===== src/rtl/intr_redir_pkg.sv =====
package intr_redir_pkg;
  localparam int unsigned VEC_W       = 6;
  localparam int unsigned WORD_W      = 32;
  localparam int unsigned MASK_BIT    = 16;
  localparam int unsigned LEVEL_BIT   = 15;
  localparam int unsigned POL_LO_BIT  = 13;
  localparam int unsigned LOWPRI_BIT  = 8;
  localparam int unsigned RST_VEC_OFS = 2;
  localparam logic [31:0] SEL_OFS     = 32'h800;
  localparam logic [31:0] WIN_OFS     = 32'h810;
  localparam logic [31:0] EOI_OFS     = 32'h840;
  localparam logic [31:0] CFG_RST_FLAGS =
    (32'd1 << MASK_BIT) | (32'd1 << LEVEL_BIT) | (32'd1 << POL_LO_BIT);

  // packed destination form: id byte on top, eid byte below it
  function automatic logic [31:0] swizzle_dest(input logic [31:0] a);
    return {a[19:12], a[27:20], 16'h0000};
  endfunction

  function automatic logic [31:0] unswizzle_dest(input logic [31:0] d);
    return {4'hf, d[23:16], d[31:24], 12'h000};
  endfunction
endpackage


===== src/rtl/intr_redir_regs.sv =====
module intr_redir_regs
  import intr_redir_pkg::*;
#(
  parameter int unsigned N_LINES   = 8,
  parameter int unsigned TBL_DEPTH = 32,
  parameter int unsigned BASE_IDX  = 16,
  parameter int unsigned ADDR_W    = 12,
  parameter logic [31:0] CPU_ADDR  = 32'hfffb0000
) (
  input  logic                            clk,
  input  logic                            rst_n,
  input  logic                            reg_wr,
  input  logic [ADDR_W-1:0]               reg_addr,
  input  logic [WORD_W-1:0]               reg_wdata,
  output logic [WORD_W-1:0]               reg_rdata,
  output logic                            eoi_valid,
  output logic [VEC_W-1:0]                eoi_vec,
  output logic [N_LINES-1:0][VEC_W-1:0]   line_vec,
  output logic [N_LINES-1:0]              line_masked,
  output logic [N_LINES-1:0]              line_routed,
  output logic [N_LINES-1:0][WORD_W-1:0]  line_route
);
  localparam int unsigned IDX_W = $clog2(TBL_DEPTH);
  localparam logic [WORD_W-1:0] VERSION = {16'(TBL_DEPTH), 16'd1};

  function automatic logic [31:0] entry_reset(input int idx);
    int rel;
    rel = idx - int'(BASE_IDX);
    if (rel < 0 || rel >= int'(2 * N_LINES)) return '0;
    if (rel % 2 == 0) return CFG_RST_FLAGS | 32'(rel / 2 + int'(RST_VEC_OFS));
    return swizzle_dest(CPU_ADDR);
  endfunction

  logic [WORD_W-1:0] sel_q;
  logic [WORD_W-1:0] sel_d;
  logic              sel_en;
  logic              hit_sel, hit_win, hit_eoi;
  logic              sel_ok;
  logic [IDX_W-1:0]  sel_idx;
  logic [WORD_W-1:0] tbl [TBL_DEPTH];

  always_comb begin
    hit_sel = (reg_addr == ADDR_W'(SEL_OFS));
    hit_win = (reg_addr == ADDR_W'(WIN_OFS));
    hit_eoi = (reg_addr == ADDR_W'(EOI_OFS));
    sel_ok  = (sel_q < 32'(TBL_DEPTH));
    sel_idx = sel_q[IDX_W-1:0];
    sel_en  = reg_wr && hit_sel;
    sel_d   = reg_wdata;
  end

  always_ff @(posedge clk or negedge rst_n) begin
    if (!rst_n)      sel_q <= '0;
    else if (sel_en) sel_q <= sel_d;
  end

  for (genvar e = 0; e < int'(TBL_DEPTH); e++) begin : g_ent
    localparam logic [31:0] RST_VAL = entry_reset(e);
    logic [WORD_W-1:0] ent_q;
    logic              ent_en;
    assign ent_en = reg_wr && hit_win && sel_ok && (sel_idx == IDX_W'(e));
    always_ff @(posedge clk or negedge rst_n) begin
      if (!rst_n)      ent_q <= RST_VAL;
      else if (ent_en) ent_q <= reg_wdata;
    end
    assign tbl[e] = ent_q;
  end

  for (genvar l = 0; l < int'(N_LINES); l++) begin : g_line
    assign line_vec[l]    = tbl[BASE_IDX + 2*l][VEC_W-1:0];
    assign line_masked[l] = tbl[BASE_IDX + 2*l][MASK_BIT];
    assign line_routed[l] = |tbl[BASE_IDX + 2*l + 1][31:16];
    assign line_route[l]  = unswizzle_dest(tbl[BASE_IDX + 2*l + 1]);
  end

  always_comb begin
    reg_rdata = '0;
    if (hit_sel) begin
      reg_rdata = sel_q;
    end else if (hit_win) begin
      if (sel_q == 32'd1) reg_rdata = VERSION;
      else if (sel_ok)    reg_rdata = tbl[sel_idx];
      else                reg_rdata = '1;
    end
  end

  assign eoi_valid = reg_wr && hit_eoi;
  assign eoi_vec   = reg_wdata[VEC_W-1:0];
endmodule


===== src/rtl/intr_redir_latch.sv =====
module intr_redir_latch
  import intr_redir_pkg::*;
#(
  parameter int unsigned N_LINES = 8
) (
  input  logic                          clk,
  input  logic                          rst_n,
  input  logic [N_LINES-1:0]            irq_in,
  input  logic [N_LINES-1:0][VEC_W-1:0] line_vec,
  input  logic [N_LINES-1:0]            line_masked,
  input  logic [N_LINES-1:0]            line_routed,
  input  logic                          eoi_valid,
  input  logic [VEC_W-1:0]              eoi_vec,
  output logic [N_LINES-1:0]            latched,
  output logic [N_LINES-1:0]            raise
);
  localparam int unsigned BIT_W = $clog2(N_LINES);

  logic [N_LINES-1:0]            latch_q, latch_d;
  logic [N_LINES-1:0]            act;
  logic [N_LINES-1:0][BIT_W-1:0] bidx;
  logic [N_LINES-1:0]            eoi_clr, set_hit, clr_hit, base, fresh, claimed;

  always_comb begin
    eoi_clr = '0;
    set_hit = '0;
    clr_hit = '0;
    for (int i = 0; i < int'(N_LINES); i++) begin
      bidx[i] = line_vec[i][BIT_W-1:0];
      act[i]  = irq_in[i] && !line_masked[i] && line_routed[i];
      if (eoi_valid && (line_vec[i] == eoi_vec)) eoi_clr[bidx[i]] = 1'b1;
      if (act[i]) set_hit[bidx[i]] = 1'b1;
      else        clr_hit[bidx[i]] = 1'b1;
    end
    base    = latch_q & ~eoi_clr;
    latch_d = (base & ~clr_hit) | set_hit;
    fresh   = set_hit & ~base;
    claimed = '0;
    raise   = '0;
    for (int i = 0; i < int'(N_LINES); i++) begin
      if (act[i] && fresh[bidx[i]] && !claimed[bidx[i]]) begin
        raise[i]          = 1'b1;
        claimed[bidx[i]]  = 1'b1;
      end
    end
  end

  always_ff @(posedge clk or negedge rst_n) begin
    if (!rst_n) latch_q <= '0;
    else        latch_q <= latch_d;
  end

  assign latched = latch_q;
endmodule


===== src/rtl/intr_redir_msg.sv =====
module intr_redir_msg
  import intr_redir_pkg::*;
#(
  parameter int unsigned N_LINES = 8
) (
  input  logic                           clk,
  input  logic                           rst_n,
  input  logic [N_LINES-1:0]             raise,
  input  logic [N_LINES-1:0][VEC_W-1:0]  line_vec,
  input  logic [N_LINES-1:0][WORD_W-1:0] line_route,
  output logic                           msg_valid,
  input  logic                           msg_ready,
  output logic [63:0]                    msg_addr,
  output logic [WORD_W-1:0]              msg_data
);
  localparam int unsigned IDX_W = $clog2(N_LINES);

  logic [N_LINES-1:0] pend_q, pend_d, take;
  logic               valid_q, valid_d;
  logic               slot_free, found, load;
  logic [IDX_W-1:0]   pick;
  logic [63:0]        addr_q;
  logic [WORD_W-1:0]  data_q;

  always_comb begin
    take  = '0;
    found = 1'b0;
    pick  = '0;
    for (int i = 0; i < int'(N_LINES); i++) begin
      if (pend_q[i] && !found) begin
        found   = 1'b1;
        take[i] = 1'b1;
        pick    = IDX_W'(i);
      end
    end
    slot_free = !valid_q || msg_ready;
    load      = slot_free && found;
    if (!load) take = '0;
    pend_d  = (pend_q & ~take) | raise;
    valid_d = slot_free ? found : valid_q;
  end

  always_ff @(posedge clk or negedge rst_n) begin
    if (!rst_n) begin
      pend_q  <= '0;
      valid_q <= 1'b0;
    end else begin
      pend_q  <= pend_d;
      valid_q <= valid_d;
    end
  end

  always_ff @(posedge clk) begin
    if (load) begin
      addr_q <= {32'hffff_ffff, line_route[pick]};
      data_q <= WORD_W'(line_vec[pick]);
    end
  end

  assign msg_valid = valid_q;
  assign msg_addr  = addr_q;
  assign msg_data  = data_q;
endmodule


===== src/rtl/intr_redir_unit.sv =====
module intr_redir_unit
  import intr_redir_pkg::*;
#(
  parameter int unsigned N_LINES   = 8,
  parameter int unsigned TBL_DEPTH = 32,
  parameter int unsigned ADDR_W    = 12,
  parameter logic [31:0] CPU_ADDR  = 32'hfffb0000
) (
  input  logic               clk,
  input  logic               rst_n,
  input  logic               reg_wr,
  input  logic [ADDR_W-1:0]  reg_addr,
  input  logic [31:0]        reg_wdata,
  output logic [31:0]        reg_rdata,
  input  logic [N_LINES-1:0] irq_in,
  output logic [N_LINES-1:0] latched_irqs,
  output logic               msg_valid,
  input  logic               msg_ready,
  output logic [63:0]        msg_addr,
  output logic [31:0]        msg_data
);
  localparam int unsigned BASE_IDX = TBL_DEPTH / 2;

  logic                           eoi_valid;
  logic [VEC_W-1:0]               eoi_vec;
  logic [N_LINES-1:0][VEC_W-1:0]  line_vec;
  logic [N_LINES-1:0]             line_masked;
  logic [N_LINES-1:0]             line_routed;
  logic [N_LINES-1:0][WORD_W-1:0] line_route;
  logic [N_LINES-1:0]             raise;

  intr_redir_regs #(
    .N_LINES(N_LINES), .TBL_DEPTH(TBL_DEPTH), .BASE_IDX(BASE_IDX),
    .ADDR_W(ADDR_W), .CPU_ADDR(CPU_ADDR)
  ) u_regs (
    .clk(clk), .rst_n(rst_n), .reg_wr(reg_wr), .reg_addr(reg_addr),
    .reg_wdata(reg_wdata), .reg_rdata(reg_rdata),
    .eoi_valid(eoi_valid), .eoi_vec(eoi_vec),
    .line_vec(line_vec), .line_masked(line_masked),
    .line_routed(line_routed), .line_route(line_route)
  );

  intr_redir_latch #(.N_LINES(N_LINES)) u_latch (
    .clk(clk), .rst_n(rst_n), .irq_in(irq_in),
    .line_vec(line_vec), .line_masked(line_masked), .line_routed(line_routed),
    .eoi_valid(eoi_valid), .eoi_vec(eoi_vec),
    .latched(latched_irqs), .raise(raise)
  );

  intr_redir_msg #(.N_LINES(N_LINES)) u_msg (
    .clk(clk), .rst_n(rst_n), .raise(raise),
    .line_vec(line_vec), .line_route(line_route),
    .msg_valid(msg_valid), .msg_ready(msg_ready),
    .msg_addr(msg_addr), .msg_data(msg_data)
  );
endmodule


===== config.mk =====
export PLATFORM = sky130hd
export DESIGN_NAME = intr_redir_unit
export DESIGN_NICKNAME = d
export VERILOG_FILES = /design/src/rtl/intr_redir_pkg.sv /design/src/rtl/intr_redir_regs.sv /design/src/rtl/intr_redir_latch.sv /design/src/rtl/intr_redir_msg.sv /design/src/rtl/intr_redir_unit.sv
export SDC_FILE = /design/constraint.sdc
export NUM_CORES = 2
export LEC_CHECK = 0
export ABC_CLOCK_PERIOD_IN_PS = 6080
export BUFFER_PORTS_ARGS = -buffer_cell sky130_fd_sc_hd__buf_2
export CAP_MARGIN = 40
export CORE_MARGIN = 2
export CORE_UTILIZATION = 40
export CTS_CLUSTER_DIAMETER = 60
export DETAILED_ROUTE_END_ITERATION = 12
export PLACE_DENSITY_LB_ADDON = 0.1
export SYNTH_ARGS = -nofsm -noshare
export SYNTH_HDL_FRONTEND = slang
export SYNTH_SLANG_ARGS = --single-unit

===== constraint.sdc =====
create_clock -name clk -period 6.08 [get_ports clk]
set_input_delay 0.912 -clock clk [delete_from_list [all_inputs] [get_ports clk]]
set_output_delay 0.912 -clock clk [all_outputs]
set_load 0.01 [all_outputs]

### Word level (Yosys, flattened, before mapping)

Memory sizes are Yosys's and may differ from the RTL's.
Index checks and enable logic that the tools add are counted.

* bits in registers: 1111
* memory bits (read-only): 8
* bits of input ports: 56
* output and inout port bits: 137
* word-level logic and storage cells: 385
* memories: 1

Memories
* (name not given): depth 8, bits a word 1, read ports 1, clocked after memory_dff 0, write ports 0, line intr_redir_latch.sv:41 `if (act[i] && fresh[bidx[i]] && !claimed[bidx[i]]) begin`

* $lt $le $gt $ge: 19
* equality and inequality tests: 43
* multiplexer cells: 120
* bitwise logic cells: 38
* reductions and logical operators: 126

Operators with widths (number)
* $mux W8: 32
* $or A8 B8 Y8: 29
* $mux W32: 7
* $bmux W32 S5: 1
* $reduce_or A16 Y1: 8
* $bmux W32 S3: 1
* $logic_and A1 B1 Y1: 92
* $eq A5 B5 Y1 const B: 16
* $eq A6 B6 Y1: 8
* $mux W1: 48
* $bmux W1 S3: 15
* $eq A5 B4 Y1 const B: 8
* $eq A12 B12 Y1 const B: 3
* $lt A3 B4 Y1 const B: 9
* $and A8 B8 Y8: 4
* $eq A32 B1 Y1 const B: 1
* $lt A32 B6 Y1 const B: 1
* $not A8 Y8: 4
* $demux W1 S3: 8
* $ge A3 B1 Y1 const B: 8
* $logic_not A1 Y1: 24
* $eq A5 B3 Y1 const B: 4
* $bmux W6 S3: 1
* $mux W3: 4
* 8 further kinds: 10

### Longest topological paths before layout

* depth after elaboration: 64
* mapped depth: 21
* depth with buffers taken out: 17

### Cells and area by module

From an unflattened synthesis, not the netlist that was laid out.

* cells, all modules: 4926
* area total of the unflattened synthesis: 61485.2 sq um

Modules (own cells, without submodules)
* intr_redir_regs: instances 1, cells an instance 3547, area an instance 51106.5 sq um, sequential area each 26583.0 sq um
* intr_redir_msg: instances 1, cells an instance 621, area an instance 5197.5 sq um, sequential area each 1366.3 sq um
* intr_redir_latch: instances 1, cells an instance 758, area an instance 5181.2 sq um, sequential area each 200.2 sq um

### Worst setup path before layout

No wires, ideal clock.

* path type: input port to flip-flop
* from: input port reg_addr[5]
* to: register u_msg.pend_q[7]
* setup time: 0.120 ns
* data arrival time: 5.471 ns
* required time: 5.960 ns
* path slack: 0.489 ns
* stages on the path: 17
* buffers on the path: 0
* path through: or4_4 -> or3_4 -> or4_4 -> o22ai_1 -> or3b_4 -> nor3_2 -> a211o_1 -> a211o_1 -> or3_4 -> or4_4 -> o211a_1 -> a41oi_1 -> o31a_2 -> a21oi_1 -> nor4b_2 -> a311oi_1 -> a31o_1

* longest elaborated chain between the ends: 63
* elaborated cells between the ends (all ways): 97
* those cells by class: eq/ne (1); mux (46); bitwise (18); reduce/logical (32)

RTL lines
* start: declaration: line intr_redir_unit.sv:12 `input logic [ADDR_W-1:0] reg_addr,`
* $eq A12 B12 Y1 *: line intr_redir_regs.sv:45 `hit_eoi = (reg_addr == ADDR_W'(EOI_OFS));`
* $logic_and A1 B1 Y1 *: line intr_redir_regs.sv:87 `assign eoi_valid = reg_wr && hit_eoi;`
* $logic_and A1 B1 Y1: line intr_redir_latch.sv:31 `if (eoi_valid && (line_vec[i] == eoi_vec)) eoi_clr[bidx[i]] = 1'b1;`
* $mux W8: line intr_redir_latch.sv:31
* $or A8 B8 Y8 (no source line)
* $mux W8: line intr_redir_latch.sv:31
* $or A8 B8 Y8 (no source line)
* $mux W8: line intr_redir_latch.sv:31
* [48 not listed]
* $mux W8: line intr_redir_latch.sv:41
* $bmux W1 S3: line intr_redir_latch.sv:41
* $mux W1 (not written as such): line intr_redir_latch.sv:41
* $logic_not A1 Y1: line intr_redir_latch.sv:41
* $logic_and A1 B1 Y1 *: line intr_redir_latch.sv:41
* $mux W1 *: line intr_redir_latch.sv:41
* $or A8 B8 Y8 *: line intr_redir_msg.sv:39 `pend_d = (pend_q & ~take) | raise;`
* named net u_msg.pend_d[7]: line intr_redir_msg.sv:18 `logic [N_LINES-1:0] pend_q, pend_d, take;`
* end signal: assignment: line intr_redir_msg.sv:48 `pend_q <= pend_d;`
* end: declaration: line intr_redir_msg.sv:18

The timed path passes the listed nets; every way through them passes the cells marked *. The select of a mux whose other input is x is not followed.
A chain may end at the register's enable or synchronous reset.

### Final worst setup path

* from: register u_regs.g_ent[30].ent_q[0]
* to: register u_msg.pend_q[7]

* longest elaborated chain between the ends: 51
* elaborated cells between the ends (all ways): 83
* those cells by class: order compare (2); eq/ne (1); mux (42); bitwise (13); reduce/logical (25)

RTL lines
* start: declaration: line intr_redir_regs.sv:59 `logic [WORD_W-1:0] ent_q;`
* start signal: assignment: line intr_redir_regs.sv:64 `else if (ent_en) ent_q <= reg_wdata;`
* $lt A3 B4 Y1 (not written as such) or $ge A3 B1 Y1 (tied branches): line intr_redir_latch.sv:31, intr_redir_latch.sv:32
* $logic_and A1 B1 Y1 (not written as such): line intr_redir_latch.sv:31, intr_redir_latch.sv:32
* $mux W1 (not written as such): line intr_redir_latch.sv:31, intr_redir_latch.sv:32
* $demux W1 S3
* $or A8 B8 Y8 (no source line)
* $mux W8: line intr_redir_latch.sv:31
* $not A8 Y8: line intr_redir_latch.sv:35 `base = latch_q & ~eoi_clr;`
* $and A8 B8 Y8: line intr_redir_latch.sv:35
* [36 not listed]
* $mux W8: line intr_redir_latch.sv:41
* $bmux W1 S3: line intr_redir_latch.sv:41
* $mux W1 (not written as such): line intr_redir_latch.sv:41
* $logic_not A1 Y1: line intr_redir_latch.sv:41
* $logic_and A1 B1 Y1 *: line intr_redir_latch.sv:41
* $mux W1 *: line intr_redir_latch.sv:41
* $or A8 B8 Y8 *: line intr_redir_msg.sv:39
* named net u_msg.pend_d[7]: line intr_redir_msg.sv:18

Marked as above.

==> flow_metrics.tcl <==
set metrics [dict create \
    routed_wl_um 199000 \
    grt_pass1_vias 38900 \
    numCtsBuffers 136 \
    hold_path_class "in2async" \
    core_area_um2 140000 \
    postCtsHoldBufs 0 \
    power.leakage_uw 0.0300 \
    slew_headroom_pct 31.5 \
    r2r_slack_ns 0.30 \
    hold_viol 0 \
    htree_levels 4 \
    criticalPathCategory "reg2reg" \
    vias 38100 \
    synth_area_um2 56300 \
    vias_per_cell 5.96 \
    drc 0 \
    ys_seq_area_share_pct 49.2 \
    rr_endpoint "u_msg.pend_q[7]$_DFF_PN0_" \
    ys_types 94 \
    r2r-start "u_regs.g_ent[30].ent_q[0]$_DFFE_PN1P_" \
    synthTopCellsByArea "dfrtp_1, mux2_2, mux4_2" \
    netlist_instances 4224 \
    yosys_register_bits 1095 \
    yosysTopAreaCellShare_pct 42.1 \
    place_area_um2 60300 \
    grt_max_degree 156 \
    maxCapViolations 0 \
    io_pins 193 \
    portBuffers 118 \
    fin_crit_sh_pct 95.1 \
    worst_pin_slew_ns 1.03 \
    reg2reg_depth 19 \
    crit_start "u_regs.g_ent[30].ent_q[0]$_DFFE_PN1P_" \
    grt_first_pass_wirelength_um 289000 \
    die_x_um 379 \
    cp-start-kind "register" \
    outcome "completed" \
    cts_root_buffer "clkbuf_16" \
    fin_area_um2 64800 \
    yosysWarnings 0 \
    avgSynthCellArea_um2 13.3 \
    synth_edf_count 22 \
    netlist.top_cell.by_area "dfrtp_1" \
    max_clock_freq_mhz 173 \
    rows 137 \
    syn_to_final_growth_pct 15.1 \
    post-route-min-period_ns 5.78 \
    cts_tree "done" \
    crit_arrival_ns 6.46 \
    crit_fanout 20 \
    final_cells 6386 \
    end_kind "register" \
    clock_tree.buffer_depth 3 \
    cts.clk_slew.worst_paths_ns 0.06 \
    antenna_found_initial 9 \
    synthFlopType "dfrtp_1" \
    drive_gt1_share_pct 49.4 \
    slew_violations 0 \
    drtIter0Drc 3030 \
    dieArea_um2 144000 \
    ant_nets 0 \
    cts_setup_buffers 0 \
    final_cell_mix "mux2_2, dfrtp_1, nand2_1" \
    worstSkewPairLatency_ns 0.77 \
    crit_required_ns 6.76 \
    finClkSkew_ns 0.0375 \
    p_per_area_nw_per_um2 245 \
    wire_per_inst_um 31.2 \
    cts.sinks 1095 \
    grt.total_usage_pct 28.0 \
    gp_congestion 1.05 \
    ir_drop_mv 0.201 \
    setup_viol 0 \
    rsz0062_at_grt "no" \
    fin_setup_tns_ns 0 \
    dp_hpwl_um 132000 \
    nets 4449 \
    die_y_um 379 \
    async_flop_share_pct 98.0 \
    dpl.cell_count 6130 \
    cts_resized 0 \
    grt_overflow 0 \
    start_util_pct 40.3 \
    final_common_cell "mux2_2" \
    dr.pass1.iters 8 \
]
## power by group
part           internal (uW)  total, uW  switching, uW
sequential              7320       7320           5.72
clock                   4800       8110           3310
combinational           78.7        443            364
total                  12200      15900           3680
## kinds of logic after synthesis
family | count (synthesis) | share of synthesized area [%]
other | 2 | 0.0133
xor gates and xnor gates | 60 | 0.934
muxes | 1380 | 34.1
buffers and inverters | 483 | 3.77
DFF | 1095 | 49.2
AOI/OAI and AO/OA | 350 | 4.62
and+or+nand+nor | 854 | 7.42
## routing by layer
metal  global-route usage (%)  share of wire [%]  wire length [um]
met4                     10.7                4.0              7880
met1                     39.2                 44             88300
met2                     43.6                 46             92400
met5                        0              0.012                23
met3                     4.44                5.3             10600
## state kept, by name, summed over array words and instances, names as in the netlist
signal and cells:
u_msg.pend_q 8, u_msg.msg_addr 16, u_msg.msg_data 6, u_msg.msg_valid 1, u_regs.g_ent.ent_q 1024, u_latch.latched 8
u_regs.sel_q 32
## area by class of cell
type / count / area, um2
repair buffers: 420 / 3220
multi-input cells: 2718 / 27000
fillers: 12700 / 74700
well taps: 1876 / 2350
diodes: 4 / 10.0
inverters: 22 / 82.6
flip-flops and latches: 1095 / 27700
clock buffers: 210 / 4020
clock inverters: 41 / 493
## worst max-delay path by stage
| stage | endpoint | cells after the start |
|---|---|---|
| floorplan | u_msg.pend_q[7]$_DFF_PN0_ | 17 |
| global placement | u_msg.pend_q[7]$_DFF_PN0_ | 22 |
| detailed placement | u_msg.pend_q[7]$_DFF_PN0_ | 19 |
| CTS | u_msg.pend_q[7]$_DFF_PN0_ | 21 |
| global route | u_msg.pend_q[7]$_DFF_PN0_ | 18 |
| finish | u_msg.pend_q[7]$_DFF_PN0_ | 19 |
## metrics by stage
| step | total power, uW | hold slack, ns | setup slack, ns | utilization [%] |
|---|---|---|---|---|
| 6_report | 15900 | 0.154 | 0.296 | 46.5 |
| 5_1_grt | 16400 | 0.177 | 0.0699 | 46.4 |
| 4_1_cts | 16100 | 0.202 | 0.321 | 46.4 |
| 3_5_place_dp | 7900 | 0.487 | -0.0433 | 43.2 |
| 3_3_place_gp | 7900 | 0.481 | -0.101 | 43.1 |
| 2_1_floorplan | 7640 | 0.474 | 0.489 | - |
## Yosys cell counts (all sizes together), types with 12 or more instances
cell type  instances
a21o              35
a21oi             24
a221oi            13
a31oi             41
and2              17
and4              12
buf              216
clkbuf           245
dfrtp            947
dfstp            126
edfxtp            22
inv               21
mux2            1055
mux4             324
nand2            365
nand2b            19
nand3            136
nand4             17
nor2              84
nor2b             26
nor3              52
nor4              31
o21ai             48
o22ai             48
o41ai             12
or3               12
or4               35
xnor2             20
xor2              40
## worst max-delay path: stages (launching register included)
cell	delay (ns)
dfstp_2	0.88
xnor2_1	0.12
nand4_1	0.14
nor4_2	0.07
buf_4	0.15
a222oi_1	0.29
nor3b_1	0.58
o2bb2a_1	0.33
and3_1	0.27
a211o_1	0.33
or3_4	0.41
or4_4	0.56
o211ai_1	0.23
o211ai_2	0.14
o31ai_1	0.35
buf_4	0.19
o21ai_1	0.05
nor4b_2	0.17
a311oi_1	0.25
a31o_1	0.17
Power figures use the tool's default switching activity.
